File: src/rtl/spi_eng_pkg.sv
package spi_eng_pkg;

  typedef enum logic [1:0] {
    ST_IDLE  = 2'd0,
    ST_LEAD  = 2'd1,
    ST_SHIFT = 2'd2,
    ST_TAIL  = 2'd3
  } eng_state_t;

  // Half serial period in system cycles: smallest even divisor not exceeding target rate.
  function automatic int unsigned half_cycles(longint unsigned clk_hz, longint unsigned sclk_hz);
    longint unsigned h;
    h = (clk_hz + 2 * sclk_hz - 1) / (2 * sclk_hz);
    if (h < 1) h = 1;
    return 32'(h);
  endfunction

  // Setup half periods before the first edge: one base half plus the rounded-up delay.
  function automatic int unsigned lead_halves(longint unsigned delay_ns, longint unsigned clk_hz,
                                              int unsigned half);
    longint unsigned num, den;
    if (delay_ns == 0) return 1;
    num = delay_ns * clk_hz;
    den = 64'd1_000_000_000 * half;
    return 32'(1 + (num + den - 1) / den);
  endfunction

endpackage

File: src/rtl/spi_eng_tick.sv
module spi_eng_tick #(
  parameter int unsigned HALF = 2
) (
  input  logic clk,
  input  logic rst_n,
  input  logic run,
  output logic tick
);
  localparam int CW = (HALF > 1) ? $clog2(HALF) : 1;

  logic [CW-1:0] cnt;

  assign tick = run && (cnt == CW'(HALF - 1));

  always_ff @(posedge clk or negedge rst_n) begin
    if (!rst_n)            cnt <= '0;
    else if (!run || tick) cnt <= '0;
    else                   cnt <= cnt + 1'b1;
  end
endmodule

File: src/rtl/spi_eng_seq.sv
module spi_eng_seq
  import spi_eng_pkg::*;
#(
  parameter int unsigned DATA_W = 8,
  parameter int unsigned LEADH  = 1,
  parameter bit          CPOL   = 1'b0,
  parameter bit          CPHA   = 1'b0
) (
  input  logic clk,
  input  logic rst_n,
  input  logic load,
  input  logic tick,
  output logic busy,
  output logic sclk,
  output logic edge_ev,
  output logic sample_ev,
  output logic shift_ev,
  output logic done_ev
);
  localparam int unsigned NE = 2 * DATA_W;
  localparam int EW = $clog2(NE) + 1;
  localparam int LW = $clog2(LEADH) + 1;

  eng_state_t    st;
  logic [LW-1:0] hcnt;
  logic [EW-1:0] ecnt;
  logic          lead_end;
  logic [EW-1:0] eidx;
  logic          leading;

  assign busy     = (st != ST_IDLE);
  assign lead_end = tick && (st == ST_LEAD) && (hcnt == LW'(LEADH - 1));
  assign edge_ev  = lead_end || (tick && (st == ST_SHIFT));
  assign eidx     = (st == ST_SHIFT) ? ecnt : '0;
  assign leading  = ~eidx[0];
  assign done_ev  = tick && (st == ST_TAIL);

  generate
    if (CPHA) begin : g_ph1
      assign sample_ev = edge_ev && !leading;
      assign shift_ev  = edge_ev && leading && (eidx != '0);
    end else begin : g_ph0
      assign sample_ev = edge_ev && leading;
      assign shift_ev  = edge_ev && !leading;
    end
  endgenerate

  always_ff @(posedge clk or negedge rst_n) begin
    if (!rst_n) begin
      st   <= ST_IDLE;
      hcnt <= '0;
      ecnt <= '0;
      sclk <= CPOL;
    end else begin
      unique case (st)
        ST_IDLE: if (load) begin
          st   <= ST_LEAD;
          hcnt <= '0;
        end
        ST_LEAD: if (tick) begin
          if (lead_end) begin
            st   <= ST_SHIFT;
            ecnt <= EW'(1);
          end else begin
            hcnt <= hcnt + 1'b1;
          end
        end
        ST_SHIFT: if (tick) begin
          if (ecnt == EW'(NE - 1)) st <= ST_TAIL;
          else                     ecnt <= ecnt + 1'b1;
        end
        ST_TAIL: if (tick) st <= ST_IDLE;
        default: st <= ST_IDLE;
      endcase
      if (edge_ev)            sclk <= ~sclk;
      else if (st == ST_IDLE) sclk <= CPOL;
    end
  end
endmodule

File: src/rtl/spi_eng_shift.sv
module spi_eng_shift #(
  parameter int unsigned DATA_W    = 8,
  parameter bit          LSB_FIRST = 1'b0
) (
  input  logic              clk,
  input  logic              rst_n,
  input  logic              load,
  input  logic [DATA_W-1:0] load_word,
  input  logic              shift_ev,
  input  logic              sample_ev,
  input  logic              done_ev,
  input  logic              miso,
  output logic              mosi,
  output logic [DATA_W-1:0] rx_word
);
  logic [DATA_W-1:0] tx_sh, rx_sh, tx_nxt, rx_nxt;

  generate
    if (LSB_FIRST) begin : g_lsb
      assign tx_nxt = tx_sh >> 1;
      assign rx_nxt = (rx_sh >> 1) | (DATA_W'(miso) << (DATA_W - 1));
      assign mosi   = tx_sh[0];
    end else begin : g_msb
      assign tx_nxt = tx_sh << 1;
      assign rx_nxt = (rx_sh << 1) | DATA_W'(miso);
      assign mosi   = tx_sh[DATA_W-1];
    end
  endgenerate

  always_ff @(posedge clk or negedge rst_n) begin
    if (!rst_n) begin
      tx_sh   <= '0;
      rx_sh   <= '0;
      rx_word <= '0;
    end else begin
      if (load)          tx_sh <= load_word;
      else if (shift_ev) tx_sh <= tx_nxt;
      if (sample_ev)     rx_sh <= rx_nxt;
      if (done_ev)       rx_word <= rx_sh;
    end
  end
endmodule

File: src/rtl/spi_master_engine.sv
module spi_master_engine
  import spi_eng_pkg::*;
#(
  parameter int unsigned     DATA_W      = 8,
  parameter int unsigned     NUM_SS      = 4,
  parameter longint unsigned CLK_HZ      = 100_000_000,
  parameter longint unsigned SCLK_HZ     = 25_000_000,
  parameter bit              CPOL        = 1'b0,
  parameter bit              CPHA        = 1'b0,
  parameter bit              LSB_FIRST   = 1'b0,
  parameter longint unsigned SS_DELAY_NS = 0
) (
  input  logic              clk,
  input  logic              rst_n,
  input  logic              tx_valid,
  input  logic [DATA_W-1:0] tx_data,
  output logic              tx_ready,
  output logic [DATA_W-1:0] rx_data,
  output logic              done,
  output logic              busy,
  input  logic              sel_wr,
  input  logic [NUM_SS-1:0] sel_mask_in,
  input  logic              force_ss,
  output logic              sclk,
  output logic              mosi,
  input  logic              miso,
  output logic [NUM_SS-1:0] ss_n
);
  localparam int unsigned HALF  = half_cycles(CLK_HZ, SCLK_HZ);
  localparam int unsigned LEADH = lead_halves(SS_DELAY_NS, CLK_HZ, HALF);

  // Named internal events, visible to the bound checker.
  logic              load;
  logic              tick;
  logic              edge_ev;
  logic              sample_ev;
  logic              shift_ev;
  logic              done_ev;
  logic [NUM_SS-1:0] sel_mask;

  assign tx_ready = ~busy;
  assign load     = tx_valid && tx_ready;
  assign ss_n     = ~(sel_mask & {NUM_SS{busy | force_ss}});

  spi_eng_tick #(.HALF(HALF)) u_tick (
    .clk  (clk),
    .rst_n(rst_n),
    .run  (busy),
    .tick (tick)
  );

  spi_eng_seq #(
    .DATA_W(DATA_W), .LEADH(LEADH), .CPOL(CPOL), .CPHA(CPHA)
  ) u_seq (
    .clk      (clk),
    .rst_n    (rst_n),
    .load     (load),
    .tick     (tick),
    .busy     (busy),
    .sclk     (sclk),
    .edge_ev  (edge_ev),
    .sample_ev(sample_ev),
    .shift_ev (shift_ev),
    .done_ev  (done_ev)
  );

  spi_eng_shift #(.DATA_W(DATA_W), .LSB_FIRST(LSB_FIRST)) u_shift (
    .clk      (clk),
    .rst_n    (rst_n),
    .load     (load),
    .load_word(tx_data),
    .shift_ev (shift_ev),
    .sample_ev(sample_ev),
    .done_ev  (done_ev),
    .miso     (miso),
    .mosi     (mosi),
    .rx_word  (rx_data)
  );

  always_ff @(posedge clk or negedge rst_n) begin
    if (!rst_n) begin
      sel_mask <= NUM_SS'(1);
      done     <= 1'b0;
    end else begin
      if (sel_wr) sel_mask <= sel_mask_in;
      done <= done_ev;
    end
  end
endmodule

File: config.mk
export PLATFORM = sky130hd
export DESIGN_NAME = spi_master_engine
export DESIGN_NICKNAME = d
export VERILOG_FILES = /design/src/rtl/spi_eng_pkg.sv /design/src/rtl/spi_eng_tick.sv /design/src/rtl/spi_eng_seq.sv /design/src/rtl/spi_eng_shift.sv /design/src/rtl/spi_master_engine.sv
export SDC_FILE = /design/constraint.sdc
export NUM_CORES = 1
export LEC_CHECK = 0
export ABC_AREA = 1
export BUFFER_PORTS_ARGS = -buffer_cell sky130_fd_sc_hd__buf_2
export CORE_ASPECT_RATIO = 1.75
export CORE_MARGIN = 4
export CORE_UTILIZATION = 55
export CTS_BUF_LIST = sky130_fd_sc_hd__clkbuf_8
export CTS_CLUSTER_DIAMETER = 200
export DETAILED_ROUTE_END_ITERATION = 16
export GPL_TIMING_DRIVEN = 0
export PLACE_DENSITY = 0.78
export SLEW_MARGIN = 20
export SYNTH_ARGS = -nofsm -noshare
export SYNTH_HDL_FRONTEND = slang
export SYNTH_SLANG_ARGS = --single-unit
File: constraint.sdc
create_clock -name clk -period 4.1 [get_ports clk]
set_input_delay 0.205 -clock clk [delete_from_list [all_inputs] [get_ports clk]]
set_output_delay 0.205 -clock clk [all_outputs]
set_load 0.01 [all_outputs]
==> flow_metrics.py <==
metrics = {
    "run_status": {
        "status": "completed",
    },
    "worst_setup_path": {
        "path_class": "reg2out",
        "critPathLaunch": "u_seq.st[0]$_DFFE_PN0P_",
        "cp_top_family": "simple AND/OR/NAND/NOR gates",
        "end_kind": "primary output",
        "reg2reg_to": "u_seq.ecnt[4]$_DFFE_PN0P_",
        "arrival_ns": 1.68,
        "max_stage_delay_ns": 0.41,
        "cp_cell_sequence": "inv_1 > ha_1 > inv_2 > or2_2 > nand2_1 > buf_2",
        "r2r_slack_ns": 2.36,
        "crit_slowest_cell": "dfrtp_1",
        "cp_data_required_time_ns": 3.89,
        "r2r-start": "u_seq.ecnt[0]$_DFFE_PN0P_",
        "worst-path-buf-inv": 3,
        "rr_worst_depth": 10,
        "startpoint_type": "flop",
        "path_max_fanout": 7,
    },
    "cts": {
        "ctsHoldBuffers": 0,
        "path_clk_slew_ns": 0.07,
        "cts-resized-gates": 0,
        "clk_latency_ns": 0.29,
        "cts_tree": "done",
        "htreeDepth": 2,
        "cts_setup_buffers": 0,
        "root_buffer": "clkbuf_8",
        "clockBufferDepth": 2,
        "cts_buffers": 5,
        "clock-sinks": 39,
    },
    "finish": {
        "num_antenna_cells": 0,
        "final_cell_mix": "nand2_1, dfrtp_1, buf_2, inv_1, o21ai_0",
        "synthToLayoutAreaGrowth_pct": 16.50,
        "final_nets": 267,
        "layout_commonest_cell": "nand2_1",
        "drive_gt1_share_pct": 28.28,
        "post-route-util_pct": 67.17,
        "design_area_um2": 2156,
    },
    "pwr": {
        "leakage_nw": 1.114,
        "powerDensity_nw_per_um2": 670.7,
        "power_w": 0.001446,
        "vdd_drop_max_mv": 0.4793,
    },
    "drt": {
        "antenna_left": 0,
        "routed_wl_mm": 3.494,
        "drt-pass1-iter-count": 4,
        "vias": 1458,
        "routedWlPerCell_um": 12.17,
        "route.detailed.drc": 0,
        "drt-initial-drc-count": 30,
        "via_per_inst": 5.080,
    },
    "logic_synthesis": {
        "syn_inst": 202,
        "yosys_warnings": 0,
        "synthSimpleGateAreaFrac_pct": 19.20,
        "synth-seq-cells": 39,
        "ys_types": 24,
        "syn_area_per_cell_um2": 9.161,
        "synth.mux.area_fraction_pct": 2.434,
        "synth_compound_area_share_pct": 13.93,
        "ys_seq_area_share_pct": 52.81,
        "synth_top_family_by_area": "simple AND/OR/NAND/NOR gates",
        "synth_xor_area_share_pct": 0,
        "synth_fa_ha_area_share_pct": 4.057,
        "synth_fp_nets": 226,
        "yosysTopAreaCellShare_pct": 51.39,
        "synth_area_leaders": "dfrtp_1, nand2_1, o21ai_2",
        "synth_area_um2": 1851,
        "synth_area_leader_cell": "dfrtp_1",
    },
    "flow_run": {
        "maxCapViolations": 0,
    },
    "floorplan": {
        "die_x_um": 51.85,
        "rows": 27,
        "die_area_um2": 4393,
        "core_um2": 3209,
        "ios": 35,
        "die_h_um": 84.73,
        "initial_core_util_pct": 57.66,
    },
    "timing": {
        "fin_crit_sh_pct": 46.01,
        "min_period_ns": 1.886,
        "setup_viol": 0,
        "tns_ns": 0,
        "timing.fmax_mhz": 530.1,
        "maxSlewViolCount": 0,
        "finClkSkew_ns": 0.004282,
        "rsz0062_at_grt": "false",
        "tightest_slew_ns": 0.8406,
        "hold_viol_final": 0,
        "timing.slew.headroom_pct": 43.96,
    },
    "placed_design": {
        "place_congestion": 0.8250,
        "dpl_cell_area_um2": 2074,
        "io_buffers": 34,
        "hpwl_mm": 2.643,
    },
    "global_routing": {
        "grt_max_degree": 40,
        "grt_first_pass_wirelength_mm": 6.009,
        "track_usage_pct": 17.94,
        "grt_pass1_vias": 1421,
        "overflow": 0,
        "antenna_found_initial": 0,
    },
    "min_path": {
        "hold_class": "in2async",
    },
}
through the flow:
step / cells / hold WS, ns / setup slack, ns
after global routing: 287 / 0.07157 / 2.170
after floorplan: 202 / -0.09059 / 2.570
after detailed placement: 279 / 0.3623 / 2.408
after global placement: 279 / 0.3572 / 2.428
final: 287 / 0.02069 / 2.214
after CTS: 287 / 0.04352 / 2.212
sequential cells by signal, summed over array words and instances (netlist names), 2 cells and up:
register and count:
u_shift.rx_sh 8, u_seq.st 2, u_shift.tx_sh 8, sel_mask 4
u_seq.ecnt 5, u_shift.rx_word 8
worst reg2reg max path, stage by stage, from the launching register on:
cell and delay [ns]:
dfrtp_1 0.46, ha_1 0.25, nand2_1 0.09, nor2_1 0.05
ha_1 0.20, inv_1 0.05, nand2_1 0.04, o21ai_0 0.11
inv_1 0.07, nor2_1 0.20, o21ai_0 0.10
where the power goes:
group | switching, W | total, W | internal, W
Combinational | 0.000398 | 0.000628 | 0.000231
Clock | 0.000127 | 0.000241 | 0.000114
Sequential | 0.0000690 | 0.000577 | 0.000508
layout make-up:
cell class / instances / area (um^2)
fillers: 276 / 1054
flip-flops and latches: 39 / 977.2
plain buffers: 4 / 38.79
repair buffers: 34 / 170.2
multi-input cells: 132 / 733.2
clock inverters: 3 / 12.51
inverters: 27 / 101.3
clock buffers: 5 / 68.82
well taps: 43 / 53.80
how the worst max path moves through the flow:
stage                                     end  cells past startpoint  slack [ns]
floorplan           u_seq.ecnt[3]$_DFFE_PN0P_                     10        2.57
global route                          ss_n[1]                      6        2.17
detailed placement  u_seq.ecnt[1]$_DFFE_PN0P_                     10        2.41
CTS                                   ss_n[0]                      6        2.21
global placement    u_seq.ecnt[3]$_DFFE_PN0P_                     10        2.43
finish                                ss_n[0]                      6        2.21
cell usage after synthesis:
cell type  count
o21a_1         1
a21boi_0       1
o21ai_2       11
inv_1         24
o21ai_1        5
buf_2          1
nand4_1        3
inv_2          3
o21ai_0       19
dfrtp_1       38
nand2_4        1
nand2_2        2
nor2_1         7
ha_1           6
a21oi_1        2
nand2_1       60
buf_6          3
nand3b_1       1
o21ai_4        1
or2_2          1
nand3_1        6
nand3_4        1
dfstp_2        1
mux2_2         4
kinds of logic (layout without fill, tap and decap cells):
kind of cell / count (synthesis) / in the layout
multiplexers: 4 / 4
adder cells (fa/ha/maj): 6 / 6
flip-flops: 39 / 39
buffers and inverters: 31 / 73
AO/OA/AOI/OAI: 40 / 40
AND/OR/NAND/NOR: 82 / 82
per-layer routing:
metal	GRT usage [%]	share of wire, %	vias to the layer above
li1	-	-	725
met1	19.32	40	692
met2	30.93	53	31
met3	3.375	4.1	10
met4	10.98	2.5	0
met5	0	0	-
No activity file was read; power rests on OpenSTA's default activity.
